## src/rtl/shreg_pkg.sv

```systemverilog
package shreg_pkg;
    typedef enum logic [1:0] {
        S_LOAD = 2'd0,
        S_IDLE = 2'd1,
        S_PROG = 2'd2
    } shreg_state_t;
endpackage

```

## src/rtl/shreg_nvm.sv

```systemverilog
// Behavioural nonvolatile store: contents survive por_n, writes take WR_CYCLES.
module shreg_nvm #(
    parameter int              NREG      = 4,
    parameter int              DW        = 8,
    parameter int              AW        = 2,
    parameter int              WR_CYCLES = 20,
    parameter logic [DW-1:0]   INIT_BASE = 8'h50
) (
    input  logic          clk,
    input  logic          rst_n,
    input  logic [AW-1:0] rd_idx,
    output logic [DW-1:0] rd_data,
    input  logic          wr_req,
    input  logic [AW-1:0] wr_idx,
    input  logic [DW-1:0] wr_data,
    output logic          wr_done
);
    localparam int CW = (WR_CYCLES > 2) ? $clog2(WR_CYCLES) : 1;

    logic [DW-1:0] cells [NREG];
    logic [CW-1:0] cnt;
    logic          pending;
    logic [AW-1:0] lat_idx;
    logic [DW-1:0] lat_data;

    initial begin
        for (int i = 0; i < NREG; i++) begin
            cells[i] = INIT_BASE + DW'(i);
        end
    end

    assign wr_done = pending && (cnt == CW'(WR_CYCLES - 1));
    assign rd_data = cells[rd_idx];

    always_ff @(posedge clk or negedge rst_n) begin
        if (!rst_n) begin
            pending  <= 1'b0;
            cnt      <= '0;
            lat_idx  <= '0;
            lat_data <= '0;
        end else if (wr_req && !pending) begin
            pending  <= 1'b1;
            cnt      <= '0;
            lat_idx  <= wr_idx;
            lat_data <= wr_data;
        end else if (wr_done) begin
            pending  <= 1'b0;
            cnt      <= '0;
        end else if (pending) begin
            cnt      <= cnt + CW'(1);
        end
    end

    always_ff @(posedge clk) begin
        if (wr_done) begin
            cells[lat_idx] <= lat_data;
        end
    end
endmodule

```

## src/rtl/shreg_bank.sv

```systemverilog
// Volatile register copy with a load port (priority) and a host port.
module shreg_bank #(
    parameter int NREG = 4,
    parameter int DW   = 8,
    parameter int AW   = 2
) (
    input  logic               clk,
    input  logic               rst_n,
    input  logic               ld_we,
    input  logic [AW-1:0]      ld_idx,
    input  logic [DW-1:0]      ld_data,
    input  logic               hs_we,
    input  logic [AW-1:0]      hs_idx,
    input  logic [DW-1:0]      hs_data,
    output logic [NREG*DW-1:0] flat
);
    logic [DW-1:0] regs [NREG];

    always_ff @(posedge clk or negedge rst_n) begin
        if (!rst_n) begin
            for (int i = 0; i < NREG; i++) begin
                regs[i] <= '0;
            end
        end else if (ld_we) begin
            regs[ld_idx] <= ld_data;
        end else if (hs_we) begin
            regs[hs_idx] <= hs_data;
        end
    end

    for (genvar g = 0; g < NREG; g++) begin : g_flat
        assign flat[g*DW +: DW] = regs[g];
    end
endmodule

```

## src/rtl/shreg_ctrl.sv

```systemverilog
module shreg_ctrl #(
    parameter int            NREG      = 4,
    parameter int            DW        = 8,
    parameter int            AW        = $clog2(NREG),
    parameter int            WR_CYCLES = 20,
    parameter logic [DW-1:0] INIT_BASE = 8'h50
) (
    input  logic               clk,
    input  logic               por_n,
    input  logic               wr_en,
    input  logic [AW-1:0]      wr_addr,
    input  logic [DW-1:0]      wr_data,
    input  logic               vol_mode,
    output logic               busy,
    output logic [NREG*DW-1:0] reg_out
);
    import shreg_pkg::*;

    localparam logic [AW-1:0] LAST_IDX = AW'(NREG - 1);

    shreg_state_t st, st_nx;
    logic [AW-1:0] ld_idx;
    logic [DW-1:0] nv_rdata;
    logic          nv_done;
    logic          accept;
    logic          nv_req;
    logic          ld_we;
    logic          load_done;

    // state register
    always_ff @(posedge clk or negedge por_n) begin
        if (!por_n) begin
            st <= S_LOAD;
        end else begin
            st <= st_nx;
        end
    end

    // next state
    always_comb begin
        st_nx = st;
        unique case (st)
            S_LOAD: if (ld_idx == LAST_IDX) st_nx = S_IDLE;
            S_IDLE: if (nv_req)             st_nx = S_PROG;
            S_PROG: if (nv_done)            st_nx = S_IDLE;
            default:                        st_nx = S_LOAD;
        endcase
    end

    // outputs and strobes
    always_comb begin
        busy      = 1'b1;
        accept    = 1'b0;
        ld_we     = 1'b0;
        load_done = 1'b1;
        unique case (st)
            S_LOAD: begin
                ld_we     = 1'b1;
                load_done = 1'b0;
            end
            S_IDLE: begin
                busy   = 1'b0;
                accept = wr_en;
            end
            S_PROG: ;
            default: load_done = 1'b0;
        endcase
    end

    assign nv_req = accept && !vol_mode;

    // load index
    always_ff @(posedge clk or negedge por_n) begin
        if (!por_n) begin
            ld_idx <= '0;
        end else if (ld_we) begin
            ld_idx <= ld_idx + AW'(1);
        end
    end

    shreg_nvm #(
        .NREG(NREG), .DW(DW), .AW(AW),
        .WR_CYCLES(WR_CYCLES), .INIT_BASE(INIT_BASE)
    ) u_nvm (
        .clk     (clk),
        .rst_n   (por_n),
        .rd_idx  (ld_idx),
        .rd_data (nv_rdata),
        .wr_req  (nv_req),
        .wr_idx  (wr_addr),
        .wr_data (wr_data),
        .wr_done (nv_done)
    );

    shreg_bank #(
        .NREG(NREG), .DW(DW), .AW(AW)
    ) u_bank (
        .clk     (clk),
        .rst_n   (por_n),
        .ld_we   (ld_we),
        .ld_idx  (ld_idx),
        .ld_data (nv_rdata),
        .hs_we   (accept),
        .hs_idx  (wr_addr),
        .hs_data (wr_data),
        .flat    (reg_out)
    );
endmodule

```

## config.mk

```make
export PLATFORM = sky130hd
export DESIGN_NAME = shreg_ctrl
export DESIGN_NICKNAME = d
export VERILOG_FILES = /design/src/rtl/shreg_pkg.sv /design/src/rtl/shreg_nvm.sv /design/src/rtl/shreg_bank.sv /design/src/rtl/shreg_ctrl.sv
export SDC_FILE = /design/constraint.sdc
export NUM_CORES = 1
export LEC_CHECK = 0
export BUFFER_PORTS_ARGS = -buffer_cell sky130_fd_sc_hd__buf_4
export CORE_ASPECT_RATIO = 2
export CORE_MARGIN = 5
export CORE_UTILIZATION = 35
export CTS_CLUSTER_SIZE = 14
export DETAILED_ROUTE_END_ITERATION = 12
export PLACE_DENSITY = 0.58
export SLEW_MARGIN = 5
export SYNTH_ARGS = -nofsm -noshare
export SYNTH_HDL_FRONTEND = slang
export SYNTH_SLANG_ARGS = --single-unit
```

## constraint.sdc

```tcl
create_clock -name clk -period 3.9 [get_ports clk]
set_input_delay 0.585 -clock clk [delete_from_list [all_inputs] [get_ports clk]]
set_output_delay 0.585 -clock clk [all_outputs]
set_load 0.005 [all_outputs]
```

==> PnR_summary.wiki, run 1 <==
{| class="wikitable"
! Metric !! Value
|-
| Cts-stage hold buffer count || 0
|-
| Kind of path behind the tightest hold check || input pin to asynchronous set/reset pin
|-
| Total vias in the final route || 2987
|-
| Aggregate global routing overflow || 0
|-
| Clock slew seen by the registers of the worst setup and hold paths || approximately 0.070 ns
|-
| Die outline area || between 10000 and 15000 sq um
|-
| Worst-case clock skew || about 0.0086 ns
|-
| Endpoint type of the worst setup path || register
|-
| RSZ-0062 raised after global routing || false
|-
| Worst setup path class || register to register
|-
| Setup slack, reg-to-reg || around 1.8 ns
|-
| Crit path launch type || register
|-
| Launching element of the worst setup path || ld_idx[0]
|-
| Endpoints failing hold || 0
|-
| Run status || finished clean
|-
| Headroom to the max-slew limit || 52.1%
|-
| Starting Density || a little over a third
|-
| Routed Antenna Nets || 0
|-
| Number of ports placed on the die boundary || 47
|-
| Worst endpoint data arrival time || ~2.3 ns
|-
| Synth unique cells || 50
|-
| Port buffer count || 46
|-
| Commonest cells after routing, fill and taps aside || sky130_fd_sc_hd__buf_4, sky130_fd_sc_hd__dfrtp_1, sky130_fd_sc_hd__nand3_1, sky130_fd_sc_hd__edfxtp_1
|-
| Vias per inst || 5.51
|-
| FMAX || 0.471 GHz
|-
| Count of antenna diodes in the layout || 0
|-
| Layout area overhead || 18.3%
|-
| FF-to-FF path depth || 6
|-
| Largest net degree at the start of global routing || 53
|-
| IR Drop Worst-Case VDD || roughly 0.24 mV
|-
| Post-CTS repair timing setup buffer count || 0
|-
| Final critical-path share of the clock period || around 54%
|-
| Placed instance count || around 530
|-
| Mean cell area of the mapped netlist || around 12 sq um
|-
| Die width || 87.3 microns
|-
| Global placement routability congestion || approximately 0.94
|-
| Global-route usage over all layers || approximately 16%
|-
| Flip-flop cell with the highest count after synthesis || sky130_fd_sc_hd__dfrtp_1
|-
| Setup total negative slack || 0 ns
|-
| CTS Buffer Depth || 2
|-
| Count of fill cells added during filler insertion || between 1k and 1.5k
|-
| Non-filler cells in the finished layout || about 540
|-
| Tightest hold margin || roughly 0.28 ns
|-
| Final critical delay including setup and external delays || ~2.1 ns
|-
| Placeable Area || 11700 sq um
|-
| Most common library cell in the layout ignoring fill and taps || sky130_fd_sc_hd__buf_4
|-
| Max Cap Violations || 0
|-
| Final count of negative-setup-slack endpoints || 0
|-
| Data required time at the worst endpoint || about 4.1 ns
|-
| Slowest stage cell, crit path || sky130_fd_sc_hd__dfrtp_1
|-
| Clock tree root buffer cell || sky130_fd_sc_hd__clkbuf_16
|-
| Global-route wire length before repair || 17500 microns
|-
| Number of instances in the synthesized netlist || around 350
|-
| H-Tree Level Count || 3
|-
| Residual DRC count || 0
|-
| Detailed placer's ending HPWL || a little over 8000 microns
|-
| Insertion delay of the later-clocked pin in the worst-skew pair || ~0.34 ns
|-
| Cell Chain, Critical Path || inv_1 -> ha_1 -> nor4bb_1 -> buf_4 -> a22oi_1 -> o211ai_1
|-
| Routed WL || about 11000 microns
|-
| Cell type with the highest aggregate area in the netlist || sky130_fd_sc_hd__dfrtp_1
|-
| Async S/R FF share, synth || 61.9%
|-
| Number of slew-limit violations in the final report || 0
|-
| TritonRoute pass-1 iters || 4
|-
| Transition time at the pin with the least slew margin || 0.715 ns
|-
| Final setup slack of the worst path || around 1.8 ns
|-
| Power per cell area || approximately 800 nW/um^2
|-
| Max FO, Critical Path || 19
|-
| Share of layout cells above drive strength 1 || approximately a quarter
|-
| End point of the critical path || u_bank.flat[18]
|-
| Startpoint of the worst register-to-register path || ld_idx[0]
|-
| Leakage component of the power || about 0.002 uW
|-
| R2r endpoint || u_bank.flat[18]
|-
| Count of synthesis-stage warnings from yosys || 0
|-
| Number of nets in the synthesized netlist || ~370
|-
| Vias in the first global route || approximately 3.1k
|-
| Final Net Count || about 400
|-
| Number of sinks driven by the clock tree || 84
|-
| Number of antenna violations at the first check in global routing || 0
|-
| Netlist Area Pre-Place || 4180 sq um
|-
| Sequential element share of the synthesized area || ~54%
|-
| Standard-cell rows || between 50 and 60
|-
| Top-area cell type share of the netlist area || 31.1%
|-
| Number of violations reported at the end of detailed-routing iteration 0 || between 150 and 200
|-
| Delay of the slowest cell on the worst path || around 0.80 ns
|-
| Clock tree from TritonCTS || yes
|-
| Count of flip-flops with a built-in enable after synthesis || 32
|-
| Cts bufs inserted || 9
|-
| Post_cts resized || 0
|-
| Cell types with the largest area share after synthesis || sky130_fd_sc_hd__dfrtp_1, sky130_fd_sc_hd__edfxtp_1, sky130_fd_sc_hd__a22oi_1, sky130_fd_sc_hd__o211ai_1, sky130_fd_sc_hd__mux2_2
|-
| Drt wl/cell || 19.9 microns
|-
| Chip Height || about 160 microns
|-
| Worst Setup Slack post-DPL || 1.78 ns
|-
| Number of register bits inferred by synthesis || 84
|}
==> flip-flops by register name (all words and copies together), names as in the netlist <==
register,cells
ld_idx,2
st,2
u_bank.flat,32
u_nvm.cells,32
u_nvm.cnt,5
u_nvm.lat_data,8
u_nvm.lat_idx,2
u_nvm.pending,1
==> synthesized netlist by cell type (2+ instances only) <==
cell	n
sky130_fd_sc_hd__a21oi_1	2
sky130_fd_sc_hd__a21oi_2	2
sky130_fd_sc_hd__a22oi_1	31
sky130_fd_sc_hd__a31oi_1	2
sky130_fd_sc_hd__and3_1	2
sky130_fd_sc_hd__and3b_1	2
sky130_fd_sc_hd__buf_1	4
sky130_fd_sc_hd__buf_2	5
sky130_fd_sc_hd__buf_4	3
sky130_fd_sc_hd__buf_6	2
sky130_fd_sc_hd__clkbuf_1	6
sky130_fd_sc_hd__dfrtp_1	52
sky130_fd_sc_hd__edfxtp_1	32
sky130_fd_sc_hd__ha_1	5
sky130_fd_sc_hd__inv_1	28
sky130_fd_sc_hd__inv_2	3
sky130_fd_sc_hd__mux2_1	12
sky130_fd_sc_hd__mux2_2	18
sky130_fd_sc_hd__nand2_1	6
sky130_fd_sc_hd__nand2b_1	3
sky130_fd_sc_hd__nand3_1	40
sky130_fd_sc_hd__nand4_1	5
sky130_fd_sc_hd__nand4b_1	2
sky130_fd_sc_hd__nor2_1	2
sky130_fd_sc_hd__nor2b_1	2
sky130_fd_sc_hd__nor3b_1	2
sky130_fd_sc_hd__nor3b_2	2
sky130_fd_sc_hd__nor4b_4	4
sky130_fd_sc_hd__nor4bb_1	4
sky130_fd_sc_hd__o211ai_1	31
sky130_fd_sc_hd__o21a_1	7
sky130_fd_sc_hd__o21ai_0	2
sky130_fd_sc_hd__o21ai_1	4
sky130_fd_sc_hd__o31ai_1	2
sky130_fd_sc_hd__or2_1	2
sky130_fd_sc_hd__xor2_1	2
==> metal layers <==
layer  global-route usage, %  routed length (microns)  vias up
met5                       0                        0        -
met4                    10.7                      576        0
met3                    2.10                      425       41
met2                    27.6                     5700       96
met1                    18.4                     4080     1447
li1                        -                        -     1403
==> critical path: cells and delay by family, from the launching register on <==
kind / cells / cell delay, ns
DFF: 1 / 0.80
buffers and inverters: 2 / 0.39
AOI/OAI and AO/OA: 2 / 0.35
adders and majority gates: 1 / 0.29
and+or+nand+nor: 1 / 0.15
==> cell families after synthesis <==
| family | count (synthesis) | synth area share (%) |
|---|---|---|
| XOR/XNOR | 3 | 0.628 |
| flip-flops | 84 | 54.1 |
| multiplexers | 30 | 8.07 |
| adder cells (fa/ha/maj) | 5 | 1.50 |
| AND/OR/NAND/NOR | 85 | 14.3 |
| buffers and inverters | 52 | 5.71 |
| AO/OA/AOI/OAI | 88 | 15.8 |
==> through the flow <==
step,instance area [sq um],total power (uW),util [%]
finish,4950,3970,42.3
global route,4950,4230,42.3
CTS,4950,4010,42.3
detailed placement,4660,3170,39.8
global placement,4660,3130,39.8
floorplan,4180,2570,-
==> power breakdown <==
group | leakage, uW | internal, uW | switching, uW | total (uW)
clock | 0.000141 | 448 | 380 | 828
combinational | 0.000882 | 738 | 880 | 1620
sequential | 0.000929 | 1250 | 274 | 1530
==> worst min path at each step <==
stage                                   end  depth (start not counted)              start  slack [ns]
after floorplan                   ld_idx[0]                          0              por_n        0.29
after global placement    u_nvm.cells[2][3]                          0  u_nvm.lat_data[3]        0.48
after detailed placement  u_nvm.cells[1][3]                          0  u_nvm.lat_data[3]        0.50
after CTS                   u_bank.flat[14]                          1              por_n        0.31
after global routing        u_bank.flat[14]                          1              por_n        0.34
final                       u_bank.flat[14]                          1              por_n        0.28
==> layout make-up <==
| type | instances | area, sq um | share of cell area, % |
|---|---|---|---|
| flip-flops and latches | 84 | 2260 | 45.7 |
| multi-input cells | 211 | 1680 | 34.0 |
| repair buffers | 55 | 413 | 8.34 |
| clock buffers | 9 | 225 | 4.55 |
| well taps | 145 | 181 | 3.66 |
| inverters | 31 | 116 | 2.35 |
| clock inverters | 7 | 70.1 | 1.42 |
(Power assumes the default switching activity.)
==> run 2, diff against run 1 <==
==> constraint.sdc (replaced) <==
create_clock -name clk -period 2.1 [get_ports clk]
set_input_delay 0.315 -clock clk [delete_from_list [all_inputs] [get_ports clk]]
set_output_delay 0.315 -clock clk [all_outputs]
set_load 0.005 [all_outputs]
==> PnR_summary.wiki, run 2 (synthesis results as in run 1) <==
{| class="wikitable"
! Metric !! Value
|-
| Run status || finished clean
|-
| Kind of path behind the tightest hold check || input pin to asynchronous set/reset pin
|-
| Number of slew-limit violations in the final report || 0 (unchanged)
|-
| Crit path launch type || register
|-
| Share of layout cells above drive strength 1 || 26.7% (+0.23 points)
|-
| Post_cts resized || 0 (unchanged)
|-
| IR Drop Worst-Case VDD || 0.452 mV (+84%)
|-
| Worst setup path class || register to register
|-
| Number of antenna violations at the first check in global routing || 0 (unchanged)
|-
| Clock tree root buffer cell || sky130_fd_sc_hd__clkbuf_16
|-
| Vias in the first global route || 3161 (+0.44%)
|-
| Global-route usage over all layers || 15.1% (-1.0 points)
|-
| H-Tree Level Count || 3 (unchanged)
|-
| Layout area overhead || 19.0%
|-
| Endpoint type of the worst setup path || register
|-
| Clock tree from TritonCTS || yes
|-
| Worst endpoint data arrival time || 1.80 ns (-0.53 ns)
|-
| Transition time at the pin with the least slew margin || 0.692 ns (-0.0229 ns)
|-
| Placeable Area || 11700 sq um (unchanged)
|-
| Drt wl/cell || 19.0 microns (-4.4%)
|-
| Count of buffer and inverter cells on the critical path || 0 (-2)
|-
| Clock slew seen by the registers of the worst setup and hold paths || 0.06 ns (about the same)
|-
| Slowest stage cell, crit path || sky130_fd_sc_hd__and3_1
|-
| Routed Antenna Nets || 0 (unchanged)
|-
| Cell type with the highest occurrence count on the critical path || sky130_fd_sc_hd__and3_1
|-
| TritonRoute pass-1 iters || 4 (unchanged)
|-
| Post-route total power || 7390 uW (+86%)
|-
| Delay of the slowest cell on the worst path || 0.43 ns (-0.37 ns)
|-
| Standard-cell rows || 56 (unchanged)
|-
| Setup slack, reg-to-reg || 0.28 ns (-1.49 ns)
|-
| Aggregate global routing overflow || 0 (unchanged)
|-
| FMAX || 0.551 GHz (+17%)
|-
| Utilization of the core after routing || 42.5% (+0.22 points)
|-
| Starting Density || 35.8% (unchanged)
|-
| Headroom to the max-slew limit || 53.8% (+1.7 points)
|-
| Cts-stage hold buffer count || 0 (unchanged)
|-
| Total vias in the final route || 3033 (+1.5%)
|-
| Cell Chain, Critical Path || ha_1 -> and2_1 -> and3_1 -> and3_1
|-
| Max Cap Violations || 0 (unchanged)
|-
| FF-to-FF path depth || 4 (-2)
|-
| Endpoints failing hold || 0 (unchanged)
|-
| RSZ-0062 raised after global routing || false
|-
| Final critical-path share of the clock period || 86.5% (+32 points)
|-
| Global-route wire length before repair || 16500 microns (-5.4%)
|-
| Post-CTS repair timing setup buffer count || 0 (unchanged)
|-
| Die width || 87.3 microns (unchanged)
|-
| Die outline area || 14400 sq um (unchanged)
|-
| Number of sinks driven by the clock tree || 84 (unchanged)
|-
| CTS Buffer Depth || 2 (unchanged)
|-
| Insertion delay of the later-clocked pin in the worst-skew pair || 0.33 ns (about the same)
|-
| Cts bufs inserted || 9 (unchanged)
|-
| Data required time at the worst endpoint || 2.09 ns (-2.02 ns)
|-
| Final critical delay including setup and external delays || 1.82 ns (-0.307 ns)
|-
| Most common library cell in the layout ignoring fill and taps || sky130_fd_sc_hd__buf_4
|-
| Power per cell area || 1490 nW/um^2 (+85%)
|-
| Final count of negative-setup-slack endpoints || 0 (unchanged)
|-
| Detailed placer's ending HPWL || 7900 microns (-2.0%)
|-
| Number of violations reported at the end of detailed-routing iteration 0 || 239 (+33%)
|-
| Max FO, Critical Path || 8 (-11)
|-
| Startpoint of the worst register-to-register path || u_nvm.cnt[0]
|-
| Port buffer count || 46 (unchanged)
|-
| Global placement routability congestion || 0.909 (-3.6%)
|-
| Setup total negative slack || 0 ns (unchanged)
|-
| Vias per inst || 5.55 (+0.80%)
|-
| Number of ports placed on the die boundary || 47 (unchanged)
|-
| R2r endpoint || u_nvm.cells[3][7]
|-
| Family with the most delay on the worst path || simple AND/OR/NAND/NOR gates
|-
| Residual DRC count || 0 (unchanged)
|-
| Commonest cells after routing, fill and taps aside || sky130_fd_sc_hd__buf_4, sky130_fd_sc_hd__dfrtp_1, sky130_fd_sc_hd__nand3_1, sky130_fd_sc_hd__edfxtp_1
|-
| Count of antenna diodes in the layout || 0 (unchanged)
|-
| Chip Height || 165 microns (unchanged)
|-
| Largest net degree at the start of global routing || 53 (unchanged)
|-
| Leakage component of the power || 0.00197 uW (+0.92%)
|-
| Worst-case clock skew || 0.00601 ns (-0.00260 ns)
|-
| Final Net Count || 416 (+1.2%)
|-
| Routed WL || 10400 microns (-3.7%)
|}
[run 2: cell types whose count changed in the layout (fill, tap and decap cells not counted), sizes merged]
cell / change
buf: +5
inv: -3
clkbuf: +2
bufinv: +1
clkinv: -1
[run 2: final cells by class]
cell class	instances	area [sq um]
clock buffer	11	233
timing repair buffer	60	450
tap	145	181
multi-input combinational	211	1680
clock inverter	4	51.3
sequential	84	2260
inverter	31	116
fill	1112	6720
[run 2: through the flow]
stage	instance area, sq um	setup WS, ns	hold slack, ns	cells
after detailed placement	4690	0.287	0.407	531
after CTS	4980	0.273	0.0496	546
after global routing	4980	0.159	0.0873	546
after floorplan	4180	0.174	0.0194	347
final	4980	0.284	0.0318	546
after global placement	4690	0.317	0.401	531
[run 2: power breakdown]
| group | switching, uW | internal, uW | leakage, uW | total [uW] |
|---|---|---|---|---|
| clock | 608 | 915 | 0.000136 | 1520 |
| combinational | 1740 | 1420 | 0.000905 | 3160 |
| sequential | 375 | 2340 | 0.000929 | 2710 |
| total | 2720 | 4670 | 0.00197 | 7390 |
[run 2: metal layers]
| layer | share of wire (%) | wire [microns] | track usage, % |
|---|---|---|---|
| met4 | 4.0 | 416 | 9.15 |
| met3 | 4.9 | 505 | 2.55 |
| met2 | 55 | 5730 | 27.0 |
| met1 | 36 | 3730 | 16.2 |
| met5 | 0 | 0 | 0 |
[run 2: worst max path at each step]
stage	slack [ns]	cells after the start	startpoint	endpoint
2_1_floorplan	0.17	4	u_nvm.cnt[0]	u_nvm.cells[1][0]
3_3_place_gp	0.32	4	u_nvm.cnt[0]	u_nvm.cells[3][6]
3_5_place_dp	0.29	4	u_nvm.cnt[0]	u_nvm.cells[3][6]
4_1_cts	0.27	4	u_nvm.cnt[0]	u_nvm.cells[3][4]
5_1_grt	0.16	4	u_nvm.cnt[0]	u_nvm.cells[3][4]
6_report	0.28	4	u_nvm.cnt[0]	u_nvm.cells[3][7]
==> run 3, diff against run 2 <==
--- a/config.mk
+++ b/config.mk
@@ -11,6 +11,7 @@
 export CORE_UTILIZATION = 35
 export CTS_CLUSTER_SIZE = 14
 export DETAILED_ROUTE_END_ITERATION = 12
+export MAX_ROUTING_LAYER = met4
 export PLACE_DENSITY = 0.58
 export SLEW_MARGIN = 5
 export SYNTH_ARGS = -nofsm -noshare
==> PnR_summary.wiki, run 3 (synthesis results as in run 1) <==
{| class="wikitable"
! Metric !! Value
|-
| Run status || finished clean
|-
| Clock tree from TritonCTS || yes
|-
| Max Cap Violations || 0 (unchanged)
|-
| Sequential Power Share || 37.0% (+0.3 points)
|-
| Final critical-path share of the clock period || 87.3% (+0.88 points)
|-
| Clock tree root buffer cell || sky130_fd_sc_hd__clkbuf_16
|-
| RSZ-0062 raised after global routing || false
|-
| Routed WL || 10400 microns (+0.11%)
|-
| Cell Chain, Critical Path || ha_1 -> and2_1 -> and3_1 -> and3_1
|-
| Routed Antenna Nets || 0 (unchanged)
|-
| Family with the most delay on the worst path || simple AND/OR/NAND/NOR gates
|-
| Crit path launch type || register
|-
| Delay of the slowest cell on the worst path || 0.44 ns (about the same)
|-
| Insertion delay of the later-clocked pin in the worst-skew pair || 0.34 ns (about the same)
|-
| Count of antenna diodes in the layout || 0 (unchanged)
|-
| Number of slew-limit violations in the final report || 0 (unchanged)
|-
| Global placement routability congestion || 0.833 (-8.4%)
|-
| Number of sinks driven by the clock tree || 84 (unchanged)
|-
| Endpoints failing hold || 0 (unchanged)
|-
| Clock slew seen by the registers of the worst setup and hold paths || 0.06 ns (about the same)
|-
| Cts-stage hold buffer count || 0 (unchanged)
|-
| Number of ports placed on the die boundary || 47 (unchanged)
|-
| Chip Height || 165 microns (unchanged)
|-
| Cell type with the highest occurrence count on the critical path || sky130_fd_sc_hd__and3_1
|-
| Port buffer count || 46 (unchanged)
|-
| Total vias in the final route || 2977 (-1.8%)
|-
| Standard-cell rows || 56 (unchanged)
|-
| Global-route usage over all layers || 15.8% (+0.64 points)
|-
| Setup slack, reg-to-reg || 0.27 ns (-0.02 ns)
|-
| H-Tree Level Count || 3 (unchanged)
|-
| Die width || 87.3 microns (unchanged)
|-
| Post-route total power || 7350 uW (-0.54%)
|-
| Data required time at the worst endpoint || 2.09 ns (about the same)
|-
| Startpoint of the worst register-to-register path || u_nvm.cnt[0]
|-
| IR Drop Worst-Case VDD || 0.512 mV (+13%)
|-
| Final count of negative-setup-slack endpoints || 0 (unchanged)
|-
| Most common library cell in the layout ignoring fill and taps || sky130_fd_sc_hd__buf_4
|-
| TritonRoute pass-1 iters || 5 (+1)
|-
| Gate power share || 42.9% (+0.2 points)
|-
| Kind of path behind the tightest hold check || input pin to asynchronous set/reset pin
|-
| Final Net Count || 415 (-0.24%)
|-
| Post_cts resized || 0 (unchanged)
|-
| Post-CTS repair timing setup buffer count || 0 (unchanged)
|-
| Headroom to the max-slew limit || 53.5% (-0.32 points)
|-
| FMAX || 0.545 GHz (-1.0%)
|-
| Clk pwr share || 20.1% (-0.5 points)
|-
| R2r endpoint || u_nvm.cells[3][6]
|-
| Worst setup path class || register to register
|-
| Leakage component of the power || 0.00196 uW (-0.41%)
|-
| Layout area overhead || 19.0% (unchanged)
|-
| Max FO, Critical Path || 8 (unchanged)
|-
| Slowest stage cell, crit path || sky130_fd_sc_hd__and3_1
|-
| Placeable Area || 11700 sq um (unchanged)
|-
| P_int || 4600 uW (-1.4%)
|-
| Die outline area || 14400 sq um (unchanged)
|-
| Final critical delay including setup and external delays || 1.83 ns (+0.0184 ns)
|-
| Detailed placer's ending HPWL || 7950 microns (+0.67%)
|-
| Count of buffer and inverter cells on the critical path || 0 (unchanged)
|-
| Global-route wire length before repair || 16800 microns (+1.5%)
|-
| Transition time at the pin with the least slew margin || 0.697 ns (+0.00487 ns)
|-
| Starting Density || 35.8% (unchanged)
|-
| Number of antenna violations at the first check in global routing || 0 (unchanged)
|-
| Worst-case clock skew || 0.00468 ns (-0.00133 ns)
|-
| CTS Buffer Depth || 2 (unchanged)
|-
| Residual DRC count || 0 (unchanged)
|-
| Aggregate global routing overflow || 0 (unchanged)
|-
| Power per cell area || 1480 nW/um^2 (-0.54%)
|-
| Setup total negative slack || 0 ns (unchanged)
|-
| FF-to-FF path depth || 4 (unchanged)
|-
| Switching part of the total || 37.4% (+0.57 points)
|-
| Drt wl/cell || 19.0 microns (+0.11%)
|-
| Vias in the first global route || 3262 (+3.2%)
|-
| Number of violations reported at the end of detailed-routing iteration 0 || 173 (-28%)
|-
| Vias per inst || 5.45 (-1.8%)
|-
| Worst endpoint data arrival time || 1.83 ns (+0.03 ns)
|-
| Endpoint type of the worst setup path || register
|-
| Largest net degree at the start of global routing || 53 (unchanged)
|-
| Commonest cells after routing, fill and taps aside || sky130_fd_sc_hd__buf_4, sky130_fd_sc_hd__dfrtp_1, sky130_fd_sc_hd__nand3_1, sky130_fd_sc_hd__edfxtp_1
|-
| Share of layout cells above drive strength 1 || 26.9% (+0.25 points)
|-
| Cts bufs inserted || 9 (unchanged)
|-
| Psw || 2750 uW (+0.99%)
|}
run 3: cell count changes in the layout (fill, tap and decap cells not counted), sizes merged:
cell / change
buf: -1
bufinv: -1
clkinv: -1
clkinvlp: +2
inv: +1
run 3: final cells by class:
class	count	area (sq um)
multi-input combinational	211	1680
inverter	31	116
tap	145	181
sequential	84	2260
clock inverter	5	36.3
fill	1129	6720
timing repair buffer	59	455
clock buffer	11	243
run 3: per-stage QoR:
step	cell area [sq um]	util (%)	setup slack (ns)	hold WS (ns)	cells
after floorplan	4180	-	0.174	0.0194	347
after global placement	4700	40.2	0.321	0.404	530
after detailed placement	4700	40.2	0.237	0.414	530
after CTS	4980	42.5	0.230	0.0539	546
after global routing	4980	42.5	0.115	0.0853	546
final	4980	42.5	0.266	0.0157	546
run 3: power by group through the flow:
stage	combinational, uW	sequential, uW	clock (uW)
after floorplan	2090	2690	0
after global placement	3120	2730	0
after detailed placement	3180	2760	0
after CTS	3190	2730	1510
after global routing	3460	2810	1570
final	3150	2720	1480
run 3: worst max path at each step:
stage | from | end | slack, ns | depth (start not counted)
2_1_floorplan | u_nvm.cnt[0] | u_nvm.cells[1][0] | 0.17 | 4
3_3_place_gp | u_nvm.cnt[0] | u_nvm.cells[3][1] | 0.32 | 4
3_5_place_dp | u_nvm.cnt[0] | u_nvm.cells[3][1] | 0.24 | 4
4_1_cts | u_nvm.cnt[0] | u_nvm.cells[3][3] | 0.23 | 4
5_1_grt | u_nvm.cnt[0] | u_nvm.cells[3][3] | 0.11 | 4
6_report | u_nvm.cnt[0] | u_nvm.cells[3][6] | 0.27 | 4
run 3: per-layer routing:
metal / part of all wire (%) / GRT usage (%) / vias up
met5: 0 / - / -
met2: 57 / 28.2 / 92
li1: - / - / 1406
met4: 3.8 / 8.94 / 0
met1: 35 / 15.8 / 1445
met3: 4.4 / 2.60 / 34
